### src/rtl/afe_regbank_pkg.sv
package afe_regbank_pkg;

  // Pointer behaviour after a complete register, picked by the status wrap field
  typedef enum logic [1:0] {
    WRAP_HOLD  = 2'b00,
    WRAP_GROUP = 2'b01,
    WRAP_TYPE  = 2'b10,
    WRAP_ALL   = 2'b11
  } wrap_mode_e;

  // Kind of the access currently open
  typedef enum logic [1:0] {
    ACC_IDLE  = 2'b00,
    ACC_READ  = 2'b01,
    ACC_WRITE = 2'b10
  } acc_kind_e;

endpackage

### src/rtl/afe_addr_seq.sv
module afe_addr_seq
  import afe_regbank_pkg::*;
#(
  parameter int unsigned CH_COUNT   = 6,
  parameter int unsigned CTRL_COUNT = 5,
  parameter int unsigned CTRL_G0    = 3,
  parameter int unsigned NB         = 3,
  parameter int unsigned AW         = 4,
  parameter int unsigned BW         = 2
) (
  input  logic          clk,
  input  logic          rst,
  input  logic          start,
  input  logic [AW-1:0] start_addr,
  input  logic          step,
  input  logic [1:0]    mode,
  output logic [AW-1:0] ptr,
  output logic [BW-1:0] bidx,
  output logic          last,
  output logic          reg_done
);

  localparam int unsigned N_REGS = CH_COUNT + CTRL_COUNT;
  localparam logic [AW-1:0] ONE     = AW'(1);
  localparam logic [AW-1:0] LAST_A  = AW'(N_REGS - 1);
  localparam logic [AW-1:0] CH_A    = AW'(CH_COUNT);
  localparam logic [AW-1:0] CH_LAST = AW'(CH_COUNT - 1);
  localparam logic [AW-1:0] G1_A    = AW'(CH_COUNT + CTRL_G0);
  localparam logic [AW-1:0] G0_LAST = AW'(CH_COUNT + CTRL_G0 - 1);
  localparam logic [BW-1:0] B_LAST  = BW'(NB - 1);

  logic          is_data, in_g0;
  logic [AW-1:0] grp_nxt, typ_nxt, all_nxt, nxt_addr, clamp_addr;

  assign last     = (bidx == B_LAST);
  assign reg_done = step && last;

  // Three candidate successors in parallel, selected by the wrap field
  always_comb begin
    is_data = (ptr < CH_A);
    in_g0   = (ptr < G1_A);

    if (is_data)    grp_nxt = ptr[0] ? (ptr - ONE) : (ptr + ONE);
    else if (in_g0) grp_nxt = (ptr == G0_LAST) ? CH_A : (ptr + ONE);
    else            grp_nxt = (ptr == LAST_A)  ? G1_A : (ptr + ONE);

    if (is_data) typ_nxt = (ptr == CH_LAST) ? '0   : (ptr + ONE);
    else         typ_nxt = (ptr == LAST_A)  ? CH_A : (ptr + ONE);

    all_nxt = (ptr == LAST_A) ? '0 : (ptr + ONE);

    case (wrap_mode_e'(mode))
      WRAP_HOLD:  nxt_addr = ptr;
      WRAP_GROUP: nxt_addr = grp_nxt;
      WRAP_TYPE:  nxt_addr = typ_nxt;
      default:    nxt_addr = all_nxt;
    endcase
  end

  // Addresses past the map start at register zero
  assign clamp_addr = (start_addr > LAST_A) ? '0 : start_addr;

  always_ff @(posedge clk) begin
    if (rst) begin
      ptr  <= '0;
      bidx <= '0;
    end else if (start) begin
      ptr  <= clamp_addr;
      bidx <= '0;
    end else if (step) begin
      bidx <= last ? '0 : (bidx + BW'(1));
      if (last) ptr <= nxt_addr;
    end
  end

endmodule

### src/rtl/afe_sample_hold.sv
module afe_sample_hold #(
  parameter int unsigned CH_COUNT = 6,
  parameter int unsigned REG_W    = 24
) (
  input  logic                      clk,
  input  logic                      rst,
  input  logic                      smp_valid,
  input  logic [CH_COUNT*REG_W-1:0] smp_bus,
  input  logic                      load,
  output logic [CH_COUNT*REG_W-1:0] snap_bus
);

  localparam int unsigned BUS_W = CH_COUNT * REG_W;

  logic [BUS_W-1:0] live_q;

  // live_q always tracks the newest sample. snap_bus moves only when the
  // owner signals a register boundary, so a sample that lands in
  // mid-register stays held in live_q until then.
  always_ff @(posedge clk) begin
    if (rst) begin
      live_q   <= '0;
      snap_bus <= '0;
    end else begin
      if (smp_valid) live_q <= smp_bus;
      if (load)      snap_bus <= smp_valid ? smp_bus : live_q;
    end
  end

endmodule

### src/rtl/afe_ctrl_file.sv
module afe_ctrl_file #(
  parameter int unsigned CTRL_COUNT = 5,
  parameter int unsigned STAT_SLOT  = 3,
  parameter int unsigned REG_W      = 24,
  parameter int unsigned BYTE_W     = 8,
  parameter int unsigned CS_W       = 3,
  parameter logic [1:0]  MODE_RST   = 2'b10
) (
  input  logic                        clk,
  input  logic                        rst,
  input  logic                        byte_valid,
  input  logic [BYTE_W-1:0]           byte_in,
  input  logic                        commit,
  input  logic [CS_W-1:0]             sel,
  output logic [CTRL_COUNT*REG_W-1:0] ctrl_bus,
  output logic [1:0]                  mode
);

  localparam int unsigned ASM_W = REG_W - BYTE_W;

  logic [ASM_W-1:0] asm_q;
  logic [REG_W-1:0] word_in;

  // Earlier bytes of the word under assembly, most significant first
  always_ff @(posedge clk) begin
    if (rst)             asm_q <= '0;
    else if (byte_valid) asm_q <= {asm_q[ASM_W-BYTE_W-1:0], byte_in};
  end

  assign word_in = {asm_q, byte_in};

  for (genvar i = 0; i < CTRL_COUNT; i++) begin : g_reg
    localparam logic [REG_W-1:0] RST_VAL =
      (i == STAT_SLOT) ? {MODE_RST, {(REG_W-2){1'b0}}} : '0;
    logic [REG_W-1:0] q;
    always_ff @(posedge clk) begin
      if (rst)                             q <= RST_VAL;
      else if (commit && sel == CS_W'(i))  q <= word_in;
    end
    assign ctrl_bus[i*REG_W +: REG_W] = q;
  end

  assign mode = ctrl_bus[STAT_SLOT*REG_W + REG_W - 1 -: 2];

endmodule

### src/rtl/afe_regbank.sv
module afe_regbank
  import afe_regbank_pkg::*;
#(
  parameter int unsigned CH_COUNT   = 6,
  parameter int unsigned CTRL_COUNT = 5,
  parameter int unsigned CTRL_G0    = 3,
  parameter int unsigned STAT_SLOT  = 3,
  parameter int unsigned REG_W      = 24,
  parameter int unsigned BYTE_W     = 8,
  parameter int unsigned ADDR_W     = 4,
  parameter logic [1:0]  MODE_RST   = 2'b10
) (
  input  logic                      clk,
  input  logic                      rst,
  input  logic                      acc_start,
  input  logic [ADDR_W-1:0]         acc_addr,
  input  logic                      acc_wr,
  input  logic                      byte_req,
  input  logic                      wr_valid,
  input  logic [BYTE_W-1:0]         wr_byte,
  input  logic                      smp_ready,
  input  logic [CH_COUNT*REG_W-1:0] smp_data,
  output logic                      rd_valid,
  output logic [BYTE_W-1:0]         rd_byte
);

  localparam int unsigned N_REGS = CH_COUNT + CTRL_COUNT;
  localparam int unsigned NB     = REG_W / BYTE_W;
  localparam int unsigned BW     = (NB > 1) ? $clog2(NB) : 1;
  localparam int unsigned CS_W   = (CTRL_COUNT > 1) ? $clog2(CTRL_COUNT) : 1;
  localparam int unsigned SNAP_W = CH_COUNT * REG_W;
  localparam int unsigned CTRL_W = CTRL_COUNT * REG_W;
  localparam logic [ADDR_W-1:0] CH_A = ADDR_W'(CH_COUNT);

  acc_kind_e          kind_q;
  logic               rd_step, wr_step, step, last, reg_done, rd_load, wr_commit;
  logic [ADDR_W-1:0]  ptr, ctrl_off;
  logic [BW-1:0]      bidx;
  logic [1:0]         mode;
  logic [CS_W-1:0]    ctrl_sel;
  logic [SNAP_W-1:0]  snap_bus;
  logic [CTRL_W-1:0]  ctrl_bus;
  logic [REG_W-1:0]   words [N_REGS];
  logic [REG_W-1:0]   word_sel, word_sh;
  logic [BYTE_W-1:0]  byte_d;

  // Access kind; a start outranks any byte strobe in the same cycle
  always_ff @(posedge clk) begin
    if (rst)            kind_q <= ACC_IDLE;
    else if (acc_start) kind_q <= acc_wr ? ACC_WRITE : ACC_READ;
  end

  assign rd_step = byte_req && !acc_start && (kind_q == ACC_READ);
  assign wr_step = wr_valid && !acc_start && (kind_q == ACC_WRITE);
  assign step    = rd_step || wr_step;

  afe_addr_seq #(
    .CH_COUNT(CH_COUNT), .CTRL_COUNT(CTRL_COUNT), .CTRL_G0(CTRL_G0),
    .NB(NB), .AW(ADDR_W), .BW(BW)
  ) u_seq (
    .clk(clk), .rst(rst), .start(acc_start), .start_addr(acc_addr),
    .step(step), .mode(mode), .ptr(ptr), .bidx(bidx),
    .last(last), .reg_done(reg_done)
  );

  // Snapshot refresh: at a read start, or in a read whenever the pointer
  // sits on a register boundary (nothing of the register sent yet, or its
  // final byte going out this cycle)
  always_comb begin
    if (acc_start) rd_load = !acc_wr;
    else           rd_load = (kind_q == ACC_READ) &&
                             (((bidx == '0) && !rd_step) || (rd_step && last));
  end

  afe_sample_hold #(
    .CH_COUNT(CH_COUNT), .REG_W(REG_W)
  ) u_hold (
    .clk(clk), .rst(rst), .smp_valid(smp_ready), .smp_bus(smp_data),
    .load(rd_load), .snap_bus(snap_bus)
  );

  assign ctrl_off  = ptr - CH_A;
  assign ctrl_sel  = ctrl_off[CS_W-1:0];
  assign wr_commit = wr_step && last && (ptr >= CH_A);

  afe_ctrl_file #(
    .CTRL_COUNT(CTRL_COUNT), .STAT_SLOT(STAT_SLOT), .REG_W(REG_W),
    .BYTE_W(BYTE_W), .CS_W(CS_W), .MODE_RST(MODE_RST)
  ) u_ctrl (
    .clk(clk), .rst(rst), .byte_valid(wr_step), .byte_in(wr_byte),
    .commit(wr_commit), .sel(ctrl_sel), .ctrl_bus(ctrl_bus), .mode(mode)
  );

  // Flat read view of the map
  for (genvar g = 0; g < N_REGS; g++) begin : g_words
    if (g < CH_COUNT) begin : g_data
      assign words[g] = snap_bus[g*REG_W +: REG_W];
    end else begin : g_ctl
      assign words[g] = ctrl_bus[(g-CH_COUNT)*REG_W +: REG_W];
    end
  end

  always_comb begin
    word_sel = words[ptr];
    word_sh  = word_sel >> (BYTE_W * (NB - 1 - int'(bidx)));
    byte_d   = word_sh[BYTE_W-1:0];
  end

  always_ff @(posedge clk) begin
    if (rst) begin
      rd_valid <= 1'b0;
      rd_byte  <= '0;
    end else begin
      rd_valid <= rd_step;
      if (rd_step) rd_byte <= byte_d;
    end
  end

endmodule

### config.mk
export PLATFORM = sky130hd
export DESIGN_NAME = afe_regbank
export DESIGN_NICKNAME = d
export VERILOG_FILES = /design/src/rtl/afe_regbank_pkg.sv /design/src/rtl/afe_addr_seq.sv /design/src/rtl/afe_sample_hold.sv /design/src/rtl/afe_ctrl_file.sv /design/src/rtl/afe_regbank.sv
export SDC_FILE = /design/constraint.sdc
export NUM_CORES = 1
export LEC_CHECK = 0
export ABC_CLOCK_PERIOD_IN_PS = 3000
export BUFFER_PORTS_ARGS = -buffer_cell sky130_fd_sc_hd__buf_4
export CORE_MARGIN = 8
export CORE_UTILIZATION = 59
export CTS_CLUSTER_SIZE = 12
export DETAILED_ROUTE_END_ITERATION = 16
export PLACE_DENSITY = 0.85
export SYNTH_ARGS = -nofsm -noshare
export SYNTH_HDL_FRONTEND = slang
export SYNTH_SLANG_ARGS = --single-unit
### constraint.sdc
create_clock -name clk -period 3 [get_ports clk]
set_input_delay 0.3 -clock clk [delete_from_list [all_inputs] [get_ports clk]]
set_output_delay 0.3 -clock clk [all_outputs]
set_load 0.03 [all_outputs]
# After elaboration in Yosys (flattened, before gate mapping)
# Index checks and enable logic that the tools add are counted.
dict set report totals {
  reg_bits 441
  mem_bits_ro 0
  inputBits 163
  mem_count 0
  mem_bits_rw 0
  latch_bits 0
}
dict set report classes {
  n_lt_le_gt_ge 5
  n_eq_ne 13
  multipliers 0
  n_div 0
  add_sub_neg 5
  mux 21
  bitwise 1
  shifts 1
  reduce_logical 26
}
# op n
set ops {}
lappend ops {{$mux W144} 1}
lappend ops {{$bmux W24 S4} 1}
lappend ops {{$mux W4} 13}
lappend ops {{$mux W24} 2}
lappend ops {{$shr A24 B32 Y8} 1}
lappend ops {{$logic_and A1 B1 Y1} 14}
lappend ops {{$pmux W4 S3} 1}
lappend ops {{$eq A4 B4 Y1 const B} 2}
lappend ops {{$eq A2 B2 Y1 const B} 3}
lappend ops {{$eq A3 B2 Y1 const B} 2}
lappend ops {{$ge A5 B5 Y1 const B} 1}
lappend ops {{$not A4 Y5} 1}
lappend ops {{$add A4 B1 Y4 const B} 1}
lappend ops {{$eq A2 B1 Y1 const B} 2}
lappend ops {{$eq A4 B3 Y1 const B} 1}
lappend ops {{$ge A4 B3 Y1 const B} 1}
lappend ops {{$gt A4 B4 Y1 const B} 1}
lappend ops {{$logic_not A2 Y1} 2}
lappend ops {{$lt A4 B3 Y1 const B} 1}
lappend ops {{$lt A4 B4 Y1 const B} 1}
lappend ops {{$mux W2} 2}
lappend ops {{$reduce_bool A2 Y1} 2}
lappend ops {{$sub A4 B1 Y4 const B} 1}
lappend ops {{$eq A3 B1 Y1 const B} 1}
lappend ops {{other kinds (11)} 14}

# Depth between registers and ports, before layout
# Gate-level depths: netlist of run 1.
dict set report depth {
  depth_word 8
  ltp_mapped 12
  ltp_nobuf 7
}

# Hierarchy
# A second synthesis of run 1 with hierarchy kept.
dict set report unflattened {
  cells_unflattened 1810
  area_unflattened_um2 18821.8
}
# module area_per_inst_um2 instances seq_area_each_um2 cells_each
set modules_own_cells {}
lappend modules_own_cells {afe_sample_hold 9773.1 1 5765.5 944}
lappend modules_own_cells {afe_ctrl_file 5386.4 1 2722.6 475}
lappend modules_own_cells {afe_regbank 2895.3 1 220.2 301}
lappend modules_own_cells {afe_addr_seq 767.0 1 120.1 90}

# Worst setup path after synthesis of run 1
# Ideal clock, no wire load.
dict set report synth_path {
  path_kind {reg-to-reg}
  startpoint {register u_seq.ptr[1]}
  endpoint {register u_ctrl.g_reg[4].q[3]}
  slack_ns 0.325
  stages_incl_launch_ff 13
  required_ns 2.859
  arrival_time_ns 2.533
  setup_time_ns 0.141
  path_cell_list {dfxtp_1 -> buf_4 -> buf_6 -> buf_2 -> buf_2 -> inv_1 -> ha_1 -> nand2_1 -> or4_1 -> clkbuf_1 -> clkbuf_1 -> nand2_1 -> a21oi_1}
}
dict set report synth_between {
  elab_chain_len 3
}
# element line_no
set synth_lines {}
lappend synth_lines {{from (decl)} afe_addr_seq.sv:17} ;# output logic [AW-1:0] ptr,
lappend synth_lines {{from (signal assigned)} afe_addr_seq.sv:68} ;# ptr <= clamp_addr;
lappend synth_lines {{from (signal assigned)} afe_addr_seq.sv:72} ;# if (last) ptr <= nxt_addr;
lappend synth_lines {{$sub A3 B3 Y3 or $ge A4 B3 Y1 (tied branches)} {afe_regbank.sv:82, afe_regbank.sv:84}}
lappend synth_lines {{$eq A3 B3 Y1 or $logic_and A1 B1 Y1 (tied branches)} {afe_ctrl_file.sv:38, afe_regbank.sv:84}}
lappend synth_lines {{$logic_and A1 B1 Y1 (*)} afe_ctrl_file.sv:38} ;# else if (commit && sel == CS_W'(i)) q <= word_in;
lappend synth_lines {{to (signal assigned)} afe_ctrl_file.sv:38}
lappend synth_lines {{to (decl)} afe_ctrl_file.sv:35} ;# logic [REG_W-1:0] q;
# Mark *: on every way between the ends. The rest lies on a longest branch, timed or not.
# A chain may end at the register's enable or synchronous reset.

# Final worst setup path of run 1
dict set report layout_path {
  startpoint {register u_seq.bidx[0]}
  endpoint {register u_hold.snap_bus[75]}
}
dict set report layout_between {
  elab_chain_len 5
}
# element line_no
set layout_lines {}
lappend layout_lines {{from (decl)} afe_addr_seq.sv:18} ;# output logic [BW-1:0] bidx,
lappend layout_lines {{from (signal assigned)} afe_addr_seq.sv:71} ;# bidx <= last ? '0 : (bidx + BW'(1));
lappend layout_lines {{$eq A2 B2 Y1 or $logic_not A2 Y1 (tied branches)} {afe_addr_seq.sv:35, afe_regbank.sv:72}}
lappend layout_lines {{$logic_and A1 B1 Y1} afe_regbank.sv:72} ;# (((bidx == '0) && !rd_step) || (rd_step && last));
lappend layout_lines {{$logic_or A1 B1 Y1 (*)} afe_regbank.sv:72}
lappend layout_lines {{$logic_and A1 B1 Y1 (*)} afe_regbank.sv:71} ;# else rd_load = (kind_q == ACC_READ) &&
lappend layout_lines {{$mux W1 (*)} afe_regbank.sv:70} ;# if (acc_start) rd_load = !acc_wr;
lappend layout_lines {{to (signal assigned)} afe_sample_hold.sv:26} ;# if (load) snap_bus <= smp_valid ? smp_bus : live_q;
lappend layout_lines {{to (decl)} afe_sample_hold.sv:10} ;# output logic [CH_COUNT*REG_W-1:0] snap_bus
# Marks and branches as above.

==> results of run 1 <==
cells in the final DEF (no fill, tap or decap), types with 2 or more instances in the layout:
cell type and count:
dfxtp_1 439, nor2_1 328, nand2_1 299, buf_4 207
mux2i_1 179, a211oi_1 145, a21oi_1 96, a21oi_2 52
clkbuf_16 45, mux4_2 34, mux2_2 22, o21ai_0 20
a22oi_1 16, ha_1 15, inv_1 13, nand3b_1 11
nor3_1 10, buf_12 10, a221oi_1 9, clkbuf_1 9
o22ai_1 8, o41ai_1 8, clkbuf_8 8, o32ai_1 7
a221o_1 7, and2_1 5, nand2b_1 5, a21o_1 4
nand3_1 3, a311oi_1 3, o2bb2ai_1 3, nor2b_1 2
and3_1 2, a31oi_1 2, or2_2 2, a32oi_1 2
a21boi_0 2, inv_6 2, clkinv_2 2
metal layers:
metal	vias to the layer above	global-route usage	wire length (um)
li1	6924	-	-
met1	7078	0.364	21700
met2	694	0.427	23200
met3	135	0.0494	4620
met4	0	0.120	2240
met5	-	0	0
power by group through the flow:
stage	sequential (W)	clock (W)	combinational, W
2_1_floorplan	0.00633	0	0.000886
3_3_place_gp	0.00641	0	0.00129
3_5_place_dp	0.00642	0	0.00132
4_1_cts	0.00630	0.00517	0.00133
5_1_grt	0.00632	0.00541	0.00145
6_report	0.00631	0.00513	0.00135
kinds of logic (layout without fill, tap and decap cells):
kind of cell               after synthesis  after routing  share of synthesized area
adders and majority gates               15             15                     0.0103
and+or+nand+nor                        677            677                      0.148
xor gates and xnor gates                 1              1                   0.000483
DFF                                    441            441                      0.486
AOI/OAI and AO/OA                      394            394                      0.155
muxes                                  235            235                      0.155
buffers and inverters                  174            300                     0.0456
worst max-delay path by stage:
stage / start / endpoint / slack (ns)
final: u_seq.bidx[0] / u_hold.snap_bus[75] / 0.51
after CTS: u_seq.bidx[0] / u_hold.snap_bus[51] / 0.56
after floorplan: u_seq.ptr[1] / u_ctrl.g_reg[4].q[3] / 0.33
after global placement: u_seq.ptr[1] / u_seq.ptr[1] / 0.64
after global routing: u_seq.bidx[0] / u_hold.snap_bus[40] / 0.34
after detailed placement: u_seq.bidx[0] / u_hold.snap_bus[51] / 0.61
final cells by class:
class | instances | area share
Clock buffer | 61 | 0.0598
Clock inverter | 6 | 0.00280
Inverter | 14 | 0.00250
Multi-Input combinational cell | 1322 | 0.406
Sequential cell | 441 | 0.421
Tap cell | 396 | 0.0236
Timing Repair Buffer | 219 | 0.0849
per-stage QoR:
| step | hold slack, ns | util | cells |
|---|---|---|---|
| after floorplan | 0.388 | - | 1937 |
| after global placement | 0.439 | 0.647 | 2392 |
| after detailed placement | 0.443 | 0.647 | 2392 |
| after CTS | 0.00722 | 0.690 | 2459 |
| after global routing | 0.0240 | 0.690 | 2459 |
| final | 0.0114 | 0.690 | 2459 |
cells in the mapped netlist (2+ instances only):
cell type  number  share of area
and3_1          2        0.00069
o41ai_1         8         0.0039
nand3_1         3        0.00083
nand3b_1       11         0.0045
buf_2          27         0.0074
a32oi_1         2        0.00097
o2bb2ai_1       3         0.0014
ha_1           15          0.010
a22oi_1        16         0.0066
a21boi_0        2        0.00083
a221oi_1        9         0.0043
nor4bb_1        2         0.0011
mux2_2         22          0.014
buf_6          13         0.0081
a21o_1          4         0.0017
o32ai_1         7         0.0034
nand2b_1        5         0.0017
a311oi_1        3         0.0014
a211oi_1      145          0.060
a21oi_1        96          0.026
or2_2           2        0.00069
nand2_1       299          0.062
buf_4           5         0.0021
buf_8           2         0.0017
nor2_1        328          0.068
buf_1          16         0.0033
mux2i_1       179          0.099
o21ai_0        20         0.0055
a221o_1         7         0.0039
inv_1          13         0.0027
mux4_2         34          0.042
a21oi_2        52          0.025
nor3_1         10         0.0028
nor2b_1         2        0.00069
a31oi_1         2        0.00069
o22ai_1         8         0.0028
clkbuf_1       95          0.020
dfxtp_1       441           0.49
and2_1          5         0.0017
clkbuf_2        2        0.00055
sequential cells by signal, summed over array words and instances, names as in the netlist:
name and count:
u_ctrl.asm_q 16, u_hold.live_q 144, u_hold.snap_bus 144, u_seq.ptr 4, u_seq.bidx 2, rd_valid 1, kind_q 2, rd_byte 8
u_ctrl.g.q 120
worst reg2reg max path: cells and delay by family (launching register included):
kind | cells | cell delay [ns]
AOI/OAI and AO/OA | 2 | 0.63
buffers and inverters | 2 | 0.87
DFF | 1 | 0.43
and+or+nand+nor | 1 | 0.15
muxes | 1 | 0.12
adders and majority gates | 1 | 0.18
==> impl_metrics.toml, run 1 <==
[placement]
place_hpwl_um = 35700
place.gp.congestion = 0.960
postPlaceCellArea_um2 = 19700
port_buffers = 171
dp_slack_ns = 0.605

[drt]
post_drt_wl_per_cell_um = 21.0
via_per_inst = 6.03
drtIter0Drc = 1532
ant_nets = 0
routed_wl_um = 51700
vias = 14800
drc = 0
drtPass1Iterations = 5

[yosys]
ys_warn_count = 0
yosysSeqAreaShare = 0.486
synth-edff-count = 0
syn_nets = 2115
synth_flop_cell = "dfxtp_1"
synth_seq_cells = 441
synthesis.area_um2 = 18200
yosysUniqueCellTypes = 60
synthArstFlopShare = 0
avgSynthCellArea_um2 = 9.37
synth_cells = 1937

[power_and_ir_drop]
p_seq_frac = 0.493
ir_drop_uv = 500
p_sw_w = 0.00317
p_clk_frac = 0.401
p_leak_nw = 8.05
p_int_w = 0.00962
power_switching_share = 0.248
p_per_area_nw_per_um2 = 609
p_total_w = 0.0128
p_comb_frac = 0.105

[worst_setup_path]
r2r-end = "u_hold.snap_bus[75]"
crit_path_max_fanout = 83
cpMaxStageDelayCell = "buf_4"
cp_top_family = "buffers and inverters"
path_depth = 7
path_cells = "inv_1, ha_1, mux2i_1, o21ai_4, buf_4, nor2_1, a211oi_1"
crit_arrival_ns = 2.93
critPathKind = "reg -> reg"
reg2reg_depth = 7
cp-end-kind = "flop"
cpPeakStageDelay_ns = 0.68
worstPathRequired_ns = 3.44
regToRegStartpoint = "u_seq.bidx[0]"
worst-path-buf-inv = 2
r2r_slack_ns = 0.51
worstSetupStartpointType = "flop"

[timing]
post-route-period-util = 0.829
setup_violations = 0
finClkSkew_ns = 0.0217
fin_crit_ns = 2.49
worst_pin_slew_ns = 0.927
relSlewSlack = 0.382
max_clock_freq_mhz = 402
rsz0062_at_grt = "no"
finalMaxSlewViolations = 0
tns_ns = 0
layout_setup_ws_ns = 0.513
final_hold_viol_count = 0

[finish]
final_area_um2 = 21000
multi_input_area_um2 = 8520
antenna_cells = 0
register_area_um2 = 8830
layout-drive-gt1-share = 0.190
syn_to_final_growth_pct = 15.6
fill_cells = 2238
layout.nets = 2221

[cts]
ctsHoldBuffers = 0
clkLatencyLatePin_ns = 0.55
cts.sinks = 441
cts_root_buffer = "clkbuf_16"
post_cts_resized = 0
clk_pin_slew_ns = 0.06
numCtsBuffers = 45
clock_path_buffers = 3
postCtsSetupBuffers = 0
htree_num_levels = 2
cts_tree = "built"

[global_routing]
grt_pass1_wl_um = 79700
antenna_found_initial = 0
grt_max_degree = 187
gr-usage-all-layers = 0.272
grt-ovfl-total = 0
grt_pass1_vias = 14400

[floorplan]
die_h_um = 191
die-area_um2 = 36600
fp.coreArea_um2 = 30400
row_count = 64
io_pins = 172
start_util = 0.597
fp.dieW_um = 191

[worst_hold_path]
holdPathEnd = "kind_q[1]"
worstHoldStart = "acc_wr"
hold_path.class = "in -> reg"
hold_depth = 3

[run]
cap_violations = 0

[run_status]
status = "finished clean"
Power figures use the tool's default switching activity.
==> inputs of run 2 (changes only) <==
- ABC_CLOCK_PERIOD_IN_PS: 3000 -> 2250
- CORE_UTILIZATION: 59 -> 53
- PLACE_DENSITY: 0.85 -> 0.81
- clock period: 3 -> 2.25 ns (I/O delays scaled with it)
==> run 2 against run 1 <==
Total power grew 38%. Via count grew 6.3%. Final cell count grew 8.7%. Largest cell class unchanged. Combinational power grew 58%. Clock power grew 39%. Cell area grew 9.0%. Sequential power grew 33%. Die area grew 10%. Sequential share of layout area shrank 3.5 points. Fmax grew 12%. Register-to-register slack lost 0.49 ns. Clock-buffer cell count shrank 2.
==> impl_metrics.toml, run 2 (synthesized netlist as in run 1, its figures left out) <==
[timing]
finClkSkew_ns = 0.0152
finalMaxSlewViolations = 0
rsz0062_at_grt = "no"
post-route-period-util = 0.989
hold_ws_ns = 0.00379
relSlewSlack = 0.327
fin_crit_ns = 2.22
tns_ns = 0
max_clock_freq_mhz = 450
worst_pin_slew_ns = 1.01
setup_violations = 0
final_hold_viol_count = 0

[cts]
cts_root_buffer = "clkbuf_16"
clock_path_buffers = 3
clk_pin_slew_ns = 0.06
cts.sinks = 441
postCtsSetupBuffers = 0
numCtsBuffers = 46
clkLatencyLatePin_ns = 0.55
htree_num_levels = 2
cts_tree = "built"

[run]
cap_violations = 0

[global_routing]
grt_pass1_wl_um = 87500
grt-ovfl-total = 0
use_met1 = 0.344
met3_usage = 0.0531
grt_busiest_layer = "met2"
antenna_found_initial = 3
gr-usage-all-layers = 0.268
grt_max_degree = 201
gr-usage-met2 = 0.430
grt_pass1_vias = 15600

[worst_setup_path]
worstSetupStartpointType = "flop"
path_common_cell = "buf_12"
worst-path-buf-inv = 3
worstPathRequired_ns = 2.67
cp-end-kind = "flop"
cp_top_family = "buffers and inverters"
path_cells = "buf_12, buf_12, buf_4, mux4_2, a221oi_1, o41ai_2"
crit_path_max_fanout = 15
cpMaxStageDelayCell = "mux4_2"
crit_arrival_ns = 2.65
cpPeakStageDelay_ns = 0.54
critPathKind = "reg -> reg"

[drt]
via_per_inst = 5.90
drc = 0
drtIter0Drc = 1509
drtPass1Iterations = 5
post_drt_wl_per_cell_um = 21.1
vias = 15800
ant_nets = 0
routed_wl_um = 56400

[power_and_ir_drop]
ir_drop_uv = 680
p_total_w = 0.0177
p_per_area_nw_per_um2 = 771
p_leak_nw = 8.85

[floorplan]
die-area_um2 = 40400
start_util = 0.540
fp.coreArea_um2 = 33600
die_h_um = 201
row_count = 67
io_pins = 172
fp.dieW_um = 201

[placement]
port_buffers = 171
place_hpwl_um = 36800
place.gp.congestion = 0.925
postPlaceCellArea_um2 = 20100

[finish]
syn_to_final_growth_pct = 26.1
multi_input_area_um2 = 8610
final_cell_mix = "dfxtp_1 (439), nor2_1 (328), nand2_1 (294)"
layout-drive-gt1-share = 0.194
register_area_um2 = 8830
top_regs = "u_hold.live_q (144), u_hold.snap_bus (144), u_ctrl.g.q (120)"
finish.utilization = 0.681
final_area_um2 = 22900
layout.nets = 2379
fill_cells = 2366
final_common_cell = "dfxtp_1"

[run_status]
status = "finished clean"

[worst_hold_path]
hold_path.class = "in -> reg"
==> run 2: area by class of cell <==
| cell class | count | area share |
|---|---|---|
| Multi-Input combinational cell | 1322 | 0.376 |
| Sequential cell | 441 | 0.386 |
| Inverter | 14 | 0.00246 |
| Antenna cell | 2 | 0.000219 |
| Clock buffer | 59 | 0.0538 |
| Clock inverter | 10 | 0.00585 |
| Timing Repair Buffer | 376 | 0.151 |
| Tap cell | 448 | 0.0245 |
==> run 2: report_power, final <==
part | internal, W | total, W | leakage [nW] | switching, W
clock | 0.00407 | 0.00712 | 0.669 | 0.00305
combinational | 0.000999 | 0.00213 | 4.57 | 0.00113
sequential | 0.00817 | 0.00840 | 3.61 | 0.000231
==> run 2: worst paths after layout <==
| path | from | to | slack [ns] | depth (start not counted) |
|---|---|---|---|---|
| max | u_seq.ptr[1] | rd_byte[1] | 0.03 | 6 |
| min reg2reg | u_ctrl.g_reg[4].q[14] | u_ctrl.g_reg[4].q[14] | 0.45 | 2 |
| min | smp_data[51] | u_hold.live_q[51] | 0.004 | 3 |
| max reg2reg | u_seq.ptr[1] | rd_byte[1] | 0.03 | 6 |
==> run 2: tightest hold or removal path, cell delays in order <==
cell     delay, ns
buf_4         0.08
mux2i_1       0.11
nor2_1        0.10
==> run 2: routing by layer <==
metal	up-vias	share of wire
met2	777	0.46
li1	7265	-
met5	-	0
met3	172	0.085
met1	7556	0.40
met4	0	0.049
==> run 2: metrics by stage <==
step	std cells	setup slack [ns]
after global routing	2672	0.00365
after global placement	2466	0.0530
after detailed placement	2466	0.0762
after CTS	2670	0.0192
after floorplan	1937	-0.183
final	2672	0.0255
==> run 2: what timing repair did <==
| item | 4_1_cts | 5_1_grt |
|---|---|---|
| endpoints found under the setup margin | 0 | 56 |
| endpoints found under the hold margin | 173 | 0 |
| hold buffers | 135 | 0 |
| gates resized for setup | 0 | 13 |
